--- src/rtl/s2mm_sg_pkg.sv ---
package s2mm_sg_pkg;

    localparam int WORD_W   = 32;
    localparam int LEN_W    = 23;   // byte count / capacity field
    localparam int BIT_CMPL = 31;
    localparam int BIT_SOF  = 27;
    localparam int BIT_EOF  = 26;

    // word offsets inside a descriptor
    localparam int OFS_NEXT = 0;
    localparam int OFS_BUF  = 1;
    localparam int OFS_CTRL = 2;
    localparam int OFS_STAT = 3;
    localparam int OFS_APP  = 4;
    localparam int HDR_WORDS = 4;

    typedef enum logic [2:0] {
        ST_WAIT,
        ST_FETCH,
        ST_CHECK,
        ST_TAKE,
        ST_STORE,
        ST_APPEND,
        ST_CLOSE
    } walk_state_t;

    function automatic logic [WORD_W-1:0] pack_status(
        input logic             sof,
        input logic             eof,
        input logic [LEN_W-1:0] nbytes
    );
        logic [WORD_W-1:0] w;
        w              = '0;
        w[BIT_CMPL]    = 1'b1;
        w[BIT_SOF]     = sof;
        w[BIT_EOF]     = eof;
        w[LEN_W-1:0]   = nbytes;
        return w;
    endfunction

endpackage

--- src/rtl/s2mm_app_capture.sv ---
module s2mm_app_capture
    import s2mm_sg_pkg::*;
#(
    parameter int APP_WORDS = 5
) (
    input  logic                            clk,
    input  logic                            rst_n,
    input  logic                            ctl_tvalid,
    output logic                            ctl_tready,
    input  logic [WORD_W-1:0]               ctl_tdata,
    input  logic                            ctl_tlast,
    output logic [APP_WORDS-1:0][WORD_W-1:0] app_o,
    output logic                            err_o
);

    localparam int CNT_W = $clog2(APP_WORDS + 1);

    logic [CNT_W-1:0]                cnt_q;
    logic [APP_WORDS-1:0][WORD_W-1:0] stage_q;

    assign ctl_tready = 1'b1;

    always_ff @(posedge clk) begin
        if (!rst_n) begin
            cnt_q   <= '0;
            stage_q <= '0;
            app_o   <= '0;
            err_o   <= 1'b0;
        end else begin
            err_o <= 1'b0;
            if (ctl_tvalid) begin
                for (int i = 0; i < APP_WORDS; i++) begin
                    if (cnt_q == CNT_W'(i)) begin
                        stage_q[i] <= ctl_tdata;
                    end
                end
                if (ctl_tlast) begin
                    cnt_q <= '0;
                    if (cnt_q == CNT_W'(APP_WORDS - 1)) begin
                        for (int i = 0; i < APP_WORDS; i++) begin
                            app_o[i] <= (i == APP_WORDS - 1) ? ctl_tdata : stage_q[i];
                        end
                    end else begin
                        err_o <= 1'b1;
                    end
                end else if (cnt_q != CNT_W'(APP_WORDS)) begin
                    cnt_q <= cnt_q + 1'b1;
                end
            end
        end
    end

endmodule

--- src/rtl/s2mm_chan_state.sv ---
module s2mm_chan_state #(
    parameter int ADDR_W = 32
) (
    input  logic              clk,
    input  logic              rst_n,
    input  logic              start_i,
    input  logic              tail_wr_i,
    input  logic              cur_load_i,
    input  logic [ADDR_W-1:0] cur_val_i,
    input  logic              set_halt_i,
    input  logic              set_idle_i,
    input  logic              adv_i,
    input  logic [ADDR_W-1:0] adv_ptr_i,
    output logic              halted_o,
    output logic              idle_o,
    output logic [ADDR_W-1:0] cur_o
);

    always_ff @(posedge clk) begin
        if (!rst_n) begin
            halted_o <= 1'b1;
            idle_o   <= 1'b0;
            cur_o    <= '0;
        end else begin
            if (set_halt_i) begin
                halted_o <= 1'b1;
            end else if (start_i) begin
                halted_o <= 1'b0;
            end

            if (set_idle_i) begin
                idle_o <= 1'b1;
            end else if (start_i || tail_wr_i) begin
                idle_o <= 1'b0;
            end

            if (cur_load_i) begin
                cur_o <= cur_val_i;
            end else if (adv_i) begin
                cur_o <= adv_ptr_i;
            end
        end
    end

endmodule

--- src/rtl/s2mm_sg_engine.sv ---
module s2mm_sg_engine
    import s2mm_sg_pkg::*;
#(
    parameter int ADDR_W    = 32,
    parameter int APP_WORDS = 5
) (
    input  logic              clk,
    input  logic              rst_n,
    input  logic              run_i,
    input  logic              start_i,
    input  logic              tail_wr_i,
    input  logic              cur_load_i,
    input  logic [ADDR_W-1:0] cur_ptr_i,
    input  logic [ADDR_W-1:0] tail_ptr_i,
    input  logic              dat_tvalid,
    output logic              dat_tready,
    input  logic [31:0]       dat_tdata,
    input  logic              dat_tlast,
    input  logic              ctl_tvalid,
    output logic              ctl_tready,
    input  logic [31:0]       ctl_tdata,
    input  logic              ctl_tlast,
    output logic              mem_req,
    output logic              mem_we,
    output logic [ADDR_W-1:0] mem_addr,
    output logic [31:0]       mem_wdata,
    input  logic              mem_ack,
    input  logic [31:0]       mem_rdata,
    output logic [ADDR_W-1:0] cur_ptr_o,
    output logic              halted_o,
    output logic              idle_o,
    output logic              done_o,
    output logic              ctl_err_o
);

    localparam int IDX_W = ($clog2(APP_WORDS) > 2) ? $clog2(APP_WORDS) : 2;
    localparam int BYTES_PER_BEAT = WORD_W / 8;
    localparam logic [LEN_W:0]      TWO_BEATS = (LEN_W + 1)'(2 * BYTES_PER_BEAT);
    localparam logic [IDX_W-1:0]    HDR_LAST  = IDX_W'(HDR_WORDS - 1);
    localparam logic [IDX_W-1:0]    APP_LAST  = IDX_W'(APP_WORDS - 1);

    walk_state_t st_q, st_d;

    logic [APP_WORDS-1:0][WORD_W-1:0] app_w;
    logic [ADDR_W-1:0] nxt_q, buf_q;
    logic [LEN_W-1:0]  cap_q, cnt_q;
    logic [LEN_W-1:0]  cap_eff;
    logic [WORD_W-1:0] beat_q;
    logic [WORD_W-1:0] app_sel;
    logic [IDX_W-1:0]  wi_q;
    logic              done_cmpl_q;
    logic              last_q, eof_q, open_q, done_q;
    logic              go, hs_beat, room_gone, at_tail;
    logic              set_halt, set_idle, adv;

    s2mm_app_capture #(.APP_WORDS(APP_WORDS)) u_app (
        .clk        (clk),
        .rst_n      (rst_n),
        .ctl_tvalid (ctl_tvalid),
        .ctl_tready (ctl_tready),
        .ctl_tdata  (ctl_tdata),
        .ctl_tlast  (ctl_tlast),
        .app_o      (app_w),
        .err_o      (ctl_err_o)
    );

    s2mm_chan_state #(.ADDR_W(ADDR_W)) u_chan (
        .clk        (clk),
        .rst_n      (rst_n),
        .start_i    (start_i),
        .tail_wr_i  (tail_wr_i),
        .cur_load_i (cur_load_i),
        .cur_val_i  (cur_ptr_i),
        .set_halt_i (set_halt),
        .set_idle_i (set_idle),
        .adv_i      (adv),
        .adv_ptr_i  (nxt_q),
        .halted_o   (halted_o),
        .idle_o     (idle_o),
        .cur_o      (cur_ptr_o)
    );

    assign cap_eff   = {cap_q[LEN_W-1:2], 2'b00};
    assign go        = run_i && !halted_o && !idle_o && dat_tvalid;
    assign hs_beat   = dat_tvalid && dat_tready;
    assign room_gone = ({1'b0, cnt_q} + TWO_BEATS) > {1'b0, cap_eff};
    assign at_tail   = (cur_ptr_o == tail_ptr_i);

    // state register
    always_ff @(posedge clk) begin
        if (!rst_n) begin
            st_q <= ST_WAIT;
        end else begin
            st_q <= st_d;
        end
    end

    // next state
    always_comb begin
        st_d = st_q;
        unique case (st_q)
            ST_WAIT:   if (go) st_d = ST_FETCH;
            ST_FETCH:  if (mem_ack && wi_q == HDR_LAST) st_d = ST_CHECK;
            ST_CHECK: begin
                if (done_cmpl_q)          st_d = ST_WAIT;
                else if (cap_eff == '0)   st_d = ST_CLOSE;
                else                      st_d = ST_TAKE;
            end
            ST_TAKE:   if (hs_beat) st_d = ST_STORE;
            ST_STORE: begin
                if (mem_ack) begin
                    if (last_q)         st_d = ST_APPEND;
                    else if (room_gone) st_d = ST_CLOSE;
                    else                st_d = ST_TAKE;
                end
            end
            ST_APPEND: if (mem_ack && wi_q == APP_LAST) st_d = ST_CLOSE;
            ST_CLOSE: begin
                if (mem_ack) begin
                    if (eof_q || at_tail) st_d = ST_WAIT;
                    else                  st_d = ST_FETCH;
                end
            end
            default:   st_d = ST_WAIT;
        endcase
    end

    // datapath registers
    always_ff @(posedge clk) begin
        if (!rst_n) begin
            nxt_q       <= '0;
            buf_q       <= '0;
            cap_q       <= '0;
            cnt_q       <= '0;
            beat_q      <= '0;
            wi_q        <= '0;
            done_cmpl_q <= 1'b0;
            last_q      <= 1'b0;
            eof_q       <= 1'b0;
            open_q      <= 1'b0;
            done_q      <= 1'b0;
        end else begin
            done_q <= 1'b0;
            unique case (st_q)
                ST_WAIT: begin
                    wi_q <= '0;
                end
                ST_FETCH: begin
                    if (mem_ack) begin
                        unique case (wi_q)
                            IDX_W'(OFS_NEXT): nxt_q <= ADDR_W'(mem_rdata);
                            IDX_W'(OFS_BUF):  buf_q <= ADDR_W'(mem_rdata);
                            IDX_W'(OFS_CTRL): cap_q <= mem_rdata[LEN_W-1:0];
                            default:          done_cmpl_q <= mem_rdata[BIT_CMPL];
                        endcase
                        wi_q <= (wi_q == HDR_LAST) ? '0 : wi_q + 1'b1;
                    end
                end
                ST_CHECK: begin
                    cnt_q  <= '0;
                    eof_q  <= 1'b0;
                    last_q <= 1'b0;
                end
                ST_TAKE: begin
                    if (hs_beat) begin
                        beat_q <= dat_tdata;
                        last_q <= dat_tlast;
                    end
                end
                ST_STORE: begin
                    if (mem_ack) begin
                        cnt_q <= cnt_q + LEN_W'(BYTES_PER_BEAT);
                        if (last_q) begin
                            eof_q <= 1'b1;
                            wi_q  <= '0;
                        end
                    end
                end
                ST_APPEND: begin
                    if (mem_ack) wi_q <= wi_q + 1'b1;
                end
                ST_CLOSE: begin
                    if (mem_ack) begin
                        open_q <= !eof_q;
                        done_q <= eof_q;
                        wi_q   <= '0;
                    end
                end
                default: ;
            endcase
        end
    end

    always_comb begin
        app_sel = '0;
        for (int i = 0; i < APP_WORDS; i++) begin
            if (wi_q == IDX_W'(i)) app_sel = app_w[i];
        end
    end

    // outputs
    always_comb begin
        mem_req    = 1'b0;
        mem_we     = 1'b0;
        mem_addr   = '0;
        mem_wdata  = '0;
        dat_tready = 1'b0;
        set_halt   = 1'b0;
        set_idle   = 1'b0;
        adv        = 1'b0;
        unique case (st_q)
            ST_WAIT: ;
            ST_FETCH: begin
                mem_req  = 1'b1;
                mem_addr = cur_ptr_o + ADDR_W'({wi_q, 2'b00});
            end
            ST_CHECK: begin
                set_halt = done_cmpl_q;
            end
            ST_TAKE: begin
                dat_tready = run_i && !halted_o && !idle_o;
            end
            ST_STORE: begin
                mem_req   = 1'b1;
                mem_we    = 1'b1;
                mem_addr  = buf_q + ADDR_W'(cnt_q);
                mem_wdata = beat_q;
            end
            ST_APPEND: begin
                mem_req   = 1'b1;
                mem_we    = 1'b1;
                mem_addr  = cur_ptr_o + ADDR_W'(OFS_APP * 4) + ADDR_W'({wi_q, 2'b00});
                mem_wdata = app_sel;
            end
            ST_CLOSE: begin
                mem_req   = 1'b1;
                mem_we    = 1'b1;
                mem_addr  = cur_ptr_o + ADDR_W'(OFS_STAT * 4);
                mem_wdata = pack_status(!open_q, eof_q, cnt_q);
                adv       = mem_ack;
                set_idle  = mem_ack && at_tail;
            end
            default: ;
        endcase
    end

    assign done_o = done_q;

endmodule

--- config.mk ---
export PLATFORM = sky130hd
export DESIGN_NAME = s2mm_sg_engine
export DESIGN_NICKNAME = d
export VERILOG_FILES = /design/src/rtl/s2mm_sg_pkg.sv /design/src/rtl/s2mm_app_capture.sv /design/src/rtl/s2mm_chan_state.sv /design/src/rtl/s2mm_sg_engine.sv
export SDC_FILE = /design/constraint.sdc
export NUM_CORES = 1
export LEC_CHECK = 0
export BUFFER_PORTS_ARGS = -buffer_cell sky130_fd_sc_hd__buf_2
export CAP_MARGIN = 0
export CORE_ASPECT_RATIO = 1.25
export CORE_UTILIZATION = 35
export DETAILED_ROUTE_END_ITERATION = 16
export GPL_ROUTABILITY_DRIVEN = 0
export GPL_TIMING_DRIVEN = 0
export SYNTH_ARGS = -nofsm -noshare
export SYNTH_HDL_FRONTEND = slang
export SYNTH_SLANG_ARGS = --single-unit
--- constraint.sdc ---
create_clock -name clk -period 10.05 [get_ports clk]
set_clock_uncertainty 0.05 [all_clocks]
set_input_delay 0.5025 -clock clk [delete_from_list [all_inputs] [get_ports clk]]
set_output_delay 0.5025 -clock clk [all_outputs]
set_load 0.01 [all_outputs]
# Word level (Yosys, flattened, before mapping)
# Index checks and enable logic that the tools add are counted.
[word_totals]
register_bits = 479
in_bits = 171
out_inout_bits = 104
word_cells = 155
[op_classes]
n_addsub = 9
order_cmp = 1
eq_ne = 25
n_mux = 46
n_bitwise = 2
reduce_logical = 46
[ops]
columns = ["cell", "n"]
rows = [
  ["$mux W32", 7],
  ["$pmux W32 S4", 1],
  ["$pmux W32 S3", 1],
  ["$add A32 B5 Y32", 2],
  ["$mux W3", 18],
  ["$pmux W23 S2", 1],
  ["$add A32 B23 Y32", 1],
  ["$add A32 B4 Y32 const B", 1],
  ["$add A32 B5 Y32 const B", 1],
  ["$eq A32 B32 Y1", 1],
  ["$add A23 B4 Y24 const B", 1],
  ["$gt A24 B23 Y1", 1],
  ["$reduce_and A3 Y1", 8],
  ["$add A23 B3 Y23 const B", 1],
  ["$logic_not A23 Y1", 1],
  ["$mux W23", 1],
  ["$pmux W3 S7", 1],
  ["$eq A3 B2 Y1 const B", 6],
  ["$ne A2 B2 Y1 const B", 9],
  ["$reduce_and A2 Y1", 9],
  ["$eq A3 B3 Y1 const B", 5],
  ["$pmux W3 S5", 1],
  ["$mux W1", 13],
  ["$reduce_and A6 Y1", 2],
  ["14 further kinds", 36],
]

# Longest topological paths before layout
# Gate-level depths: netlist (run 1).
[logic_depth]
ltp_word = 7
depth_mapped = 16
mapped_depth_nobuf = 16

# Modules after synthesis
# A second synthesis (run 1) with hierarchy kept.
[hier_totals]
cells_unflattened = 3097
hier_area_um2 = 24494.7
[by_module_without_submodules]
columns = ["module", "n_inst", "cells_per_inst", "area_each_um2", "seq_area_each_um2"]
rows = [
  ["s2mm_sg_engine", 1, 1660, 11712.5, 2982.9],
  ["s2mm_app_capture", 1, 1289, 10930.5, 5845.6],
  ["s2mm_chan_state", 1, 148, 1851.8, 680.7],
]

# Worst setup path before layout (run 1)
# Ideal clock, no wire load.
[synth_timing]
kind = "reg-to-reg"
start = "register cnt_q[3]"
end = "register st_q[2]"
setup_time_ns = 0.136
arrival_ns = 3.596
required_time_ns = 9.864
setup_slack_ns = 6.267
stages_incl_launch_ff = 17
path_buffers = 0
period_less_slack_ns = 3.783
path_cell_list = "dfxtp_1 > ha_1 > nand3_1 > nor2_1 > and3_1 > and3_1 > nand3_1 > xnor2_1 > ha_1 > a21o_1 > a21o_1 > a21o_1 > a211o_1 > a221o_1 > a22o_1 > o311ai_0 > a21boi_0"
[synth_via]
elab_chain_cells = 6
[synth_rtl]
columns = ["item", "line_no", "source"]
rows = [
  ["from (decl)", "s2mm_sg_engine.sv:46", "logic [LEN_W-1:0] cap_q, cnt_q;"],
  ["from (signal assigned)", "s2mm_sg_engine.sv:172", "cnt_q <= cnt_q + LEN_W'(BYTES_PER_BEAT);"],
  ["$add A23 B4 Y24", "s2mm_sg_engine.sv:86", "assign room_gone = ({1'b0, cnt_q} + TWO_BEATS) > {1'b0, cap_eff};"],
  ["$gt A24 B23 Y1", "s2mm_sg_engine.sv:86", ""],
  ["$mux W3", "s2mm_sg_engine.sv:113", "else if (room_gone) st_d = ST_CLOSE;"],
  ["$mux W3", "s2mm_sg_engine.sv:112", "if (last_q) st_d = ST_APPEND;"],
  ["$mux W3", "s2mm_sg_engine.sv:111", "if (mem_ack) begin"],
  ["$pmux W3 S7", "s2mm_sg_engine.sv:101", "unique case (st_q)"],
  ["to (signal assigned)", "s2mm_sg_engine.sv:94", "st_q <= st_d;"],
  ["to (decl)", "s2mm_sg_engine.sv:42", "walk_state_t st_q, st_d;"],
]
# Every way passes these cells. The select of a mux whose other input is x is not followed.
# A chain may end at the register's enable or synchronous reset.

# Final worst setup path (run 1)
[layout_timing]
start = "register wi_q[1]"
end = "output mem_wdata[2]"
[layout_via]
elab_chain_cells = 7
word_cells_on_any_way = 11
cone_classes = "eq/ne: 4; mux: 6; reduce/logical: 1"
[layout_rtl]
columns = ["item", "line_no", "source"]
rows = [
  ["from (decl)", "s2mm_sg_engine.sv:50", "logic [IDX_W-1:0] wi_q;"],
  ["from (signal assigned)", "s2mm_sg_engine.sv:156", "wi_q <= (wi_q == HDR_LAST) ? '0 : wi_q + 1'b1;"],
  ["from (signal assigned)", "s2mm_sg_engine.sv:180", "if (mem_ack) wi_q <= wi_q + 1'b1;"],
  ["$logic_not A3 Y1", "s2mm_sg_engine.sv:197", "if (wi_q == IDX_W'(i)) app_sel = app_w[i];"],
  ["$mux W32 (4 in a row)", "s2mm_sg_engine.sv:197", ""],
  ["$mux W32 *", "s2mm_sg_engine.sv:197", ""],
  ["$pmux W32 S3 *", "s2mm_sg_engine.sv:211", "unique case (st_q)"],
  ["to (decl)", "s2mm_sg_engine.sv:26", "output logic [31:0] mem_wdata,"],
]
# Mark *: on every way between the ends. The rest lies on a longest branch, timed or not.

==> results.yml, run 1 <==
clocking:
  clk_pin_slew_worst_paths_ps: 60
  clk_latency_ps: 620
  clk_path_buf_depth: 3
  post_cts_resized: 0
  cts_hold_buffers: 0
  tritoncts: "built"
  clock-root-buffer: "clkbuf_16"
  numCtsBuffers: 52
  cts.sinks: 475
  htreeDepth: 2
  postCtsSetupRepairBufs: 0
timing:
  rsz0062_at_grt: "false"
  slew_headroom_pct: 3.01
  max_freq_mhz: 179
  holdWs_ps: 91.1
  min_period_ps: 5600
  tns_ps: 0
  fin_crit_sh_pct: 55.7
  tightestPinTransition_ps: 1450
  final_hold_viol_count: 0
  setup_viol: 0
  drv_slew: 0
final_layout:
  fillCellCount: 7077
  multi_input_area_um2: 13200
  area_growth_pct: 17.7
  final_common_cell: "nand2_1"
  nets: 3625
  final_core_util_pct: 41.9
  regArea_um2: 9510
  drive_above_1_share_pct: 11.2
  mostFrequentLayoutCells: "nand2_1, dfxtp_1, a21boi_0, buf_2, clkbuf_1"
  finalInstanceArea_um2: 28100
power:
  p_clk_share_pct: 44.9
  p_int_mw: 3.31
  switchingPower_mw: 1.24
  p_sw_share_pct: 27.3
  seqPwrFrac_pct: 42.9
  powerDensity_nw_per_um2: 162
  combPwrFrac_pct: 12.2
  ir_drop_v: 0.000124
  p_leak_nw: 10.2
run_status:
  outcome: "finished, final reports clean"
synthesis:
  yosys.area.top_type: "dfxtp_1"
  synth_top_cell_area_share_pct: 39.8
  synth_fp_nets: 3302
  synth-async-reset-ratio_pct: 0
  netlist_area_um2: 23900
  yosysUniqueCellTypes: 70
  synth_edf_count: 0
  ys.flop_type: "dfxtp_1"
  synth_area_per_cell_um2: 7.79
  ys_warn_count: 0
  netlist_instances: 3065
  synth_area_leaders: "dfxtp_1, nand2_1, a21boi_0"
  yosysSeqAreaShare_pct: 39.8
  ys_ff_latch: 475
floorplan:
  pin_count: 275
  die_height_um: 294
  core_area_um2: 67100
  start_util_pct: 35.6
  fp-row-count: 106
  die_w_um: 236
  die_area_um2: 69200
worst_setup_path:
  cp_data_arrival_time_ps: 5050
  worstRegToRegCells: 16
  r2r-end: "st_q[2]"
  critical_path_class: "reg2out"
  reg2reg_from: "cnt_q[4]"
  r2r_setup_slack_ps: 5600
  worst_setup_path_end_kind: "output pin"
  critPathMaxFanout: 10
  critPathLaunchType: "register"
  cp.required_ps: 9500
drt:
  routedWlPerCell_um: 21.6
  drt_pass1_iterations: 5
  vias: 22900
  dr.first_iter.drc_count: 1655
  detail-route-antenna-nets: 0
  vias_per_cell: 5.35
  wirelength_um: 92900
  drcViolationCount: 0
flow_run:
  cap_viol_max_count: 0
global_route:
  grt_max_degree: 15
  grt_util_all_layers_pct: 26.5
  gr-total-overflow: 0
  grt_pass1_wl_um: 138000
  antenna_found_initial: 6
  grt_pass1_vias: 22400
placed_design:
  dpl_cell_area_um2: 26300
  port_buffers: 269
  place_hpwl_um: 71400
worst_hold_path:
  hold_path_class: "in2reg"
  whs_path_depth: 2
  hold_end: "u_chan.halted_o"
  min-delay-start: "start_i"
cell usage after synthesis, types with 5 or more instances:
cell	count
nand2b_1	6
o221ai_1	12
clkbuf_1	205
inv_1	56
o21a_1	5
a21oi_1	46
nor2b_1	20
mux2i_1	57
a22o_1	6
buf_2	9
and2_1	68
o311ai_0	35
a31oi_1	7
nand2_1	961
o21ai_0	153
nor3_1	19
xnor2_1	58
ha_1	64
or3_1	10
or2_2	5
xor2_1	32
nand4_1	28
a21o_1	15
nand3_1	40
a221oi_1	34
nor2_1	91
a22oi_1	12
and3_1	14
o22ai_1	33
buf_1	8
nor4_1	10
a21boi_0	409
dfxtp_1	475
stage by stage:
| stage | instances | power (mW) | setup slack [ps] |
|---|---|---|---|
| floorplan | 3065 | 2.28 | 6270 |
| global placement | 4198 | 2.53 | 5410 |
| detailed placement | 4198 | 2.54 | 5410 |
| CTS | 4289 | 4.57 | 4610 |
| global route | 4290 | 4.69 | 4520 |
| finish | 4291 | 4.55 | 4450 |
cell families (layout without fill, tap and decap cells):
family | after synthesis | in the layout | share of synthesized area, %
other | 1 | 3 | 0.0157
buffers and inverters | 289 | 649 | 4.80
flip-flops | 475 | 475 | 39.8
AO/OA/AOI/OAI | 797 | 797 | 23.4
adder cells (fa/ha/maj) | 66 | 66 | 3.52
AND/OR/NAND/NOR | 1289 | 1289 | 22.7
multiplexers | 58 | 58 | 2.44
XOR/XNOR | 90 | 90 | 3.30
critical path: stages (launching register included):
cell      delay [ps]
dfxtp_1          350
inv_1            170
ha_1             290
nor3b_1         1170
clkbuf_1         650
a221oi_1         210
o311ai_0         410
o21ai_0          300
o22ai_1          370
and2_1           320
buf_2            180
cell type report:
cell class	instances	area share, %
multi-input combinational	2301	47.0
sequential	475	33.8
clock buffer	80	5.65
timing repair buffer	269	4.79
tap	864	3.85
buffer	233	3.33
clock inverter	11	0.761
inverter	56	0.748
antenna	2	0.0178
how the worst max path moves through the flow:
stage | from | to | slack [ps] | cells past startpoint
4_1_cts | wi_q[1] | mem_wdata[2] | 4610 | 10
6_report | wi_q[1] | mem_wdata[2] | 4450 | 10
3_5_place_dp | wi_q[1] | mem_wdata[2] | 5410 | 10
5_1_grt | wi_q[1] | mem_wdata[2] | 4520 | 10
3_3_place_gp | wi_q[1] | mem_wdata[2] | 5410 | 10
2_1_floorplan | cnt_q[3] | st_q[2] | 6270 | 16
metal layers:
metal  part of all wire (%)  vias up  GRT usage, %
met2                     49      907          47.4
met5                  0.036        -             0
met1                     39    10700          30.3
met4                    5.3        6          13.6
li1                       -    11000             -
met3                    6.7      241          4.02
power groups by stage:
stage / combinational (mW) / sequential [mW] / clock [mW]
floorplan: 0.298 / 1.98 / 0
global placement: 0.541 / 1.99 / 0
detailed placement: 0.543 / 1.99 / 0
CTS: 0.545 / 1.95 / 2.07
global route: 0.589 / 1.95 / 2.15
finish: 0.554 / 1.95 / 2.05
registers in the layout, indices dropped and copies added, names as in the netlist, 3 cells and up:
| name | cells |
|---|---|
| u_app.app_o | 160 |
| u_app.stage_q | 128 |
| beat_q | 32 |
| buf_q | 32 |
| nxt_q | 32 |
| u_chan.cur_o | 32 |
| cap_q | 21 |
| cnt_q | 21 |
| st_q | 3 |
| u_app.cnt_q | 3 |
| wi_q | 3 |
Power figures use the tool's default switching activity.
==> run 2, diff against run 1 <==
==> constraint.sdc (replaced) <==
create_clock -name clk -period 5.2 [get_ports clk]
set_clock_uncertainty 0.05 [all_clocks]
set_input_delay 0.26 -clock clk [delete_from_list [all_inputs] [get_ports clk]]
set_output_delay 0.26 -clock clk [all_outputs]
set_load 0.01 [all_outputs]
==> results.yml, run 2 (synthesized netlist as in run 1, its figures left out) <==
power:
  seqPwrFrac_pct: 42.4
  ir_drop_v: 0.000244
  switchingPower_mw: 2.44
  p_clk_share_pct: 44.6
  p_int_mw: 6.46
  p_leak_nw: 10.8
  combPwrFrac_pct: 13.0
  p_sw_share_pct: 27.4
  powerDensity_nw_per_um2: 302
timing:
  tns_ps: 0
  rsz0062_at_grt: "false"
  fin_crit_sh_pct: 94.5
  final_hold_viol_count: 0
  slew_headroom_pct: 25.9
  holdWs_ps: 94.2
  final.setup.worst_slack_ps: 286
  max_freq_mhz: 204
  setup_viol: 0
  min_period_ps: 4910
  tightestPinTransition_ps: 1110
  drv_slew: 0
floorplan:
  core_area_um2: 67100
  die_height_um: 294
  start_util_pct: 35.6
  pin_count: 275
  die_area_um2: 69200
  fp-row-count: 106
  die_w_um: 236
worst_setup_path:
  cp.required_ps: 4890
  critPathSlowestCell: "nor2_1"
  critical_path_class: "reg2out"
  critPathMaxFanout: 10
  worst_setup_path_end_kind: "output pin"
  reg2reg_from: "cnt_q[4]"
  critPathLaunchType: "register"
  crit_chain: "clkbuf_1 > nand2_1 > nand2_1 > ha_1 > inv_1 > fa_1 > nor2b_1 > o21ai_0 > nor2_1 > nand2_1 > o22ai_1 > nor3b_1 > o21ai_0 > o21ai_0 > buf_2"
  worstRegToRegCells: 16
  cp_data_arrival_time_ps: 4600
  r2r_setup_slack_ps: 720
  r2r-end: "st_q[2]"
  cp_slowest_stage_delay_ps: 560
drt:
  vias_per_cell: 5.33
  routedWlPerCell_um: 21.3
  wirelength_um: 94300
  vias: 23600
  drcViolationCount: 0
  detail-route-antenna-nets: 0
  drt_pass1_iterations: 5
  dr.first_iter.drc_count: 1647
final_layout:
  fillCellCount: 6936
  area_growth_pct: 23.3
  insertedDiodeCount: 0
  largestRegisters: "u_app.app_o (160), u_app.stage_q (128)"
  final_core_util_pct: 43.9
  drive_above_1_share_pct: 10.8
  mostFrequentLayoutCells: "nand2_1, dfxtp_1, a21boi_0, buf_2, clkbuf_1"
  regArea_um2: 9510
  multi_input_area_um2: 13200
  final_common_cell: "nand2_1"
  top_register: "u_app.app_o"
  largest_reg_flops: 160
  nets: 3758
clocking:
  tritoncts: "built"
  clk_path_buf_depth: 3
  clk_pin_slew_worst_paths_ps: 60
  postCtsSetupRepairBufs: 0
  cts.sinks: 475
  clock-root-buffer: "clkbuf_16"
  htreeDepth: 2
  clk_latency_ps: 610
  numCtsBuffers: 52
global_route:
  grt_util_all_layers_pct: 26.8
  grt_pass1_wl_um: 141000
  antenna_found_initial: 2
  gr-total-overflow: 0
  grt_pass1_vias: 23100
  grt_max_degree: 15
placed_design:
  place_hpwl_um: 71400
  post-place-ws_ps: 754
  port_buffers: 269
worst_hold_path:
  min-delay-start: "ctl_tvalid"
  hold_end: "u_app.cnt_q[2]"
  whs_path_depth: 4
  hold_path_class: "in2reg"
run_status:
  outcome: "finished, final reports clean"
flow_run:
  cap_viol_max_count: 0
[run 2: changes by cell type in the layout (fill, tap and decap cells not counted), sizes merged]
cell and delta:
diode -2, dlygate4sd3 +133
[run 2: power by group through the flow]
stage | registers [mW] | clock network [mW] | logic [mW]
6_report | 3.77 | 3.97 | 1.16
5_1_grt | 3.78 | 4.15 | 1.22
4_1_cts | 3.77 | 4.00 | 1.13
3_5_place_dp | 3.85 | 0 | 1.05
3_3_place_gp | 3.85 | 0 | 1.05
2_1_floorplan | 3.83 | 0 | 0.576
[run 2: per-stage QoR]
step           power, mW  cell area (µm²)  cells
6_report            8.90            29400   4422
5_1_grt             9.15            29400   4422
4_1_cts             8.90            29400   4422
3_5_place_dp        4.90            26300   4198
3_3_place_gp        4.90            26300   4198
2_1_floorplan       4.41            23900   3065
[run 2: cell type report]
type                            instances  area share, %
Multi-Input combinational cell       2301           44.9
Timing Repair Buffer                  402           9.10
Buffer                                233           3.18
Inverter                               56          0.714
Clock inverter                         11          0.727
Sequential cell                       475           32.3
Tap cell                              864           3.67
Clock buffer                           80           5.39
[run 2: worst max path at each step]
stage | start | endpoint | depth (start not counted) | slack [ps]
floorplan | cnt_q[3] | st_q[2] | 16 | 1420
global placement | cnt_q[4] | st_q[2] | 16 | 750
detailed placement | cnt_q[4] | st_q[2] | 16 | 750
CTS | wi_q[1] | mem_wdata[2] | 10 | 2
global route | st_q[2] | mem_addr[28] | 16 | 50
finish | st_q[1] | mem_addr[28] | 15 | 290
[run 2: layer usage]
layer | up-vias | global-route usage (%) | wire (µm)
li1 | 11300 | - | -
met1 | 11100 | 30.6 | 37100
met2 | 923 | 48.3 | 46300
met3 | 253 | 3.89 | 5720
met4 | 2 | 14.3 | 5250
met5 | - | 0 | 11
[run 2: critical path, delay by kind of cell (launching register included)]
family,cells,cell delay (ps)
flip-flops,1,440
AO/OA/AOI/OAI,4,820
buffers and inverters,3,600
adder cells (fa/ha/maj),2,560
AND/OR/NAND/NOR,6,1570
[run 2: repair_timing]
action                                 in CTS  in global routing
gates resized for setup                     0                  1
setup endpoints to repair                   0                  1
endpoints found under the hold margin     314                  0
hold buffers                              133                  0
==> run 3, diff against run 2 <==
==> constraint.sdc (replaced) <==
create_clock -name clk -period 4.1 [get_ports clk]
set_clock_uncertainty 0.05 [all_clocks]
set_input_delay 0.205 -clock clk [delete_from_list [all_inputs] [get_ports clk]]
set_output_delay 0.205 -clock clk [all_outputs]
set_load 0.01 [all_outputs]
==> results.yml, run 3 (synthesized netlist as in run 1, its figures left out) <==
timing:
  slew_headroom_pct: 24.1
  tns_ps: 0
  max_freq_mhz: 249
  fin_crit_sh_pct: 98.0
  drv_slew: 0
  min_period_ps: 4020
  tightestPinTransition_ps: 1140
  setup_viol: 0
  final_hold_viol_count: 0
drt:
  detail-route-antenna-nets: 0
  wirelength_um: 94300
  vias_per_cell: 5.32
  dr.first_iter.drc_count: 1544
  drt_pass1_iterations: 5
  vias: 23500
  routedWlPerCell_um: 21.3
  drcViolationCount: 0
worst_setup_path:
  cp.required_ps: 3850
  critPathMaxFanout: 10
  critical_path_class: "reg2out"
  worst_setup_path_end_kind: "output pin"
  critPathLaunchType: "register"
  worstRegToRegCells: 16
  cp_data_arrival_time_ps: 3760
floorplan:
  die_w_um: 236
  pin_count: 275
  die_area_um2: 69200
  start_util_pct: 35.6
  fp-row-count: 106
  core_area_um2: 67100
  die_height_um: 294
flow_run:
  cap_viol_max_count: 0
clocking:
  numCtsBuffers: 52
  tritoncts: "built"
  htreeDepth: 2
  clock-root-buffer: "clkbuf_16"
  clk_path_buf_depth: 3
  clk_pin_slew_worst_paths_ps: 60
  clk_latency_ps: 620
  cts.sinks: 475
final_layout:
  largest_reg_flops: 160
  largestRegisters: "u_app.app_o (160), u_app.stage_q (128)"
  top_register: "u_app.app_o"
  mostFrequentLayoutCells: "nand2_1, dfxtp_1, a21boi_0, buf_2, clkbuf_1"
  fillCellCount: 6898
  nets: 3761
  drive_above_1_share_pct: 12.4
  area_growth_pct: 24.3
  final_common_cell: "nand2_1"
global_route:
  grt_pass1_wl_um: 141000
  antenna_found_initial: 3
  grt_max_degree: 15
  grt_pass1_vias: 23200
  gr-total-overflow: 0
  grt_util_all_layers_pct: 26.8
placed_design:
  place_hpwl_um: 71400
  port_buffers: 269
run_status:
  outcome: "finished, final reports clean"
worst_hold_path:
  hold_path_class: "in2reg"
  whs_path_depth: 4
power:
  p_total_mw: 11.3
  p_leak_nw: 10.9
  ir_drop_v: 0.000309
  powerDensity_nw_per_um2: 381
## run 3: cell count changes in the layout (fill, tap and decap cells not counted), sizes merged
| cell | change |
|---|---|
| clkbuf | -3 |
| buf | +6 |
| diode | +1 |
## run 3: final timing paths
check	slack, ps	to	startpoint
hold reg to reg	410	u_app.app_o[97]	u_app.stage_q[97]
setup reg to reg	190	st_q[2]	cnt_q[8]
hold / removal	30	u_app.cnt_q[2]	ctl_tvalid
setup / recovery	80	mem_wdata[2]	wi_q[1]
## run 3: critical path, stage by stage, from the launching register on
cell,delay (ps)
dfxtp_1,410
inv_1,150
ha_1,290
nand2_1,510
clkbuf_1,670
o21ai_1,260
o22ai_1,360
and2_1,320
buf_2,180
## run 3: report_power, final
group,total [mW],switching [mW],internal (mW),leakage (nW)
logic,1.50,0.968,0.531,6.16
clock network,5.01,2.04,2.98,0.888
registers,4.78,0.0786,4.70,3.84
total,11.3,3.08,8.21,10.9
## run 3: layout make-up
| class | count | area (µm²) | area share (%) |
|---|---|---|---|
| multi-input cells | 2301 | 13400 | 45.1 |
| well taps | 864 | 1080 | 3.64 |
| diodes | 1 | 2.50 | 0.00843 |
| clock buffers | 80 | 1590 | 5.35 |
| repair buffers | 408 | 2720 | 9.17 |
| clock inverters | 11 | 214 | 0.721 |
| plain buffers | 230 | 955 | 3.22 |
| flip-flops and latches | 475 | 9520 | 32.1 |
| inverters | 56 | 210 | 0.708 |
## run 3: what timing repair did
item,CTS,global route
pin swaps,2,2
gates resized for setup,37,42
hold endpoints to repair,316,0
setup buffers,6,0
setup endpoints to repair,57,27
hold buffers,133,0
## run 3: through the flow
stage                     worst slack (ps)  util, %  instance area, µm²  hold slack (ps)  cells
after floorplan                        317        -               23900              283   3065
after global placement                -346     39.2               26300              397   4198
after detailed placement              -346     39.2               26300              404   4198
after CTS                             2.44     44.0               29600             8.02   4425
after global routing                -0.475     44.2               29700              107   4425
final                                 81.6     44.2               29700             31.5   4426
## run 3: routing by layer
metal  up-vias  GRT usage, %  share of wire (%)
met3       260          4.17                6.4
met5         -             0              0.031
met4         4          14.8                5.7
met2       956          48.2                 49
met1     11000          30.3                 39
li1      11300             -                  -
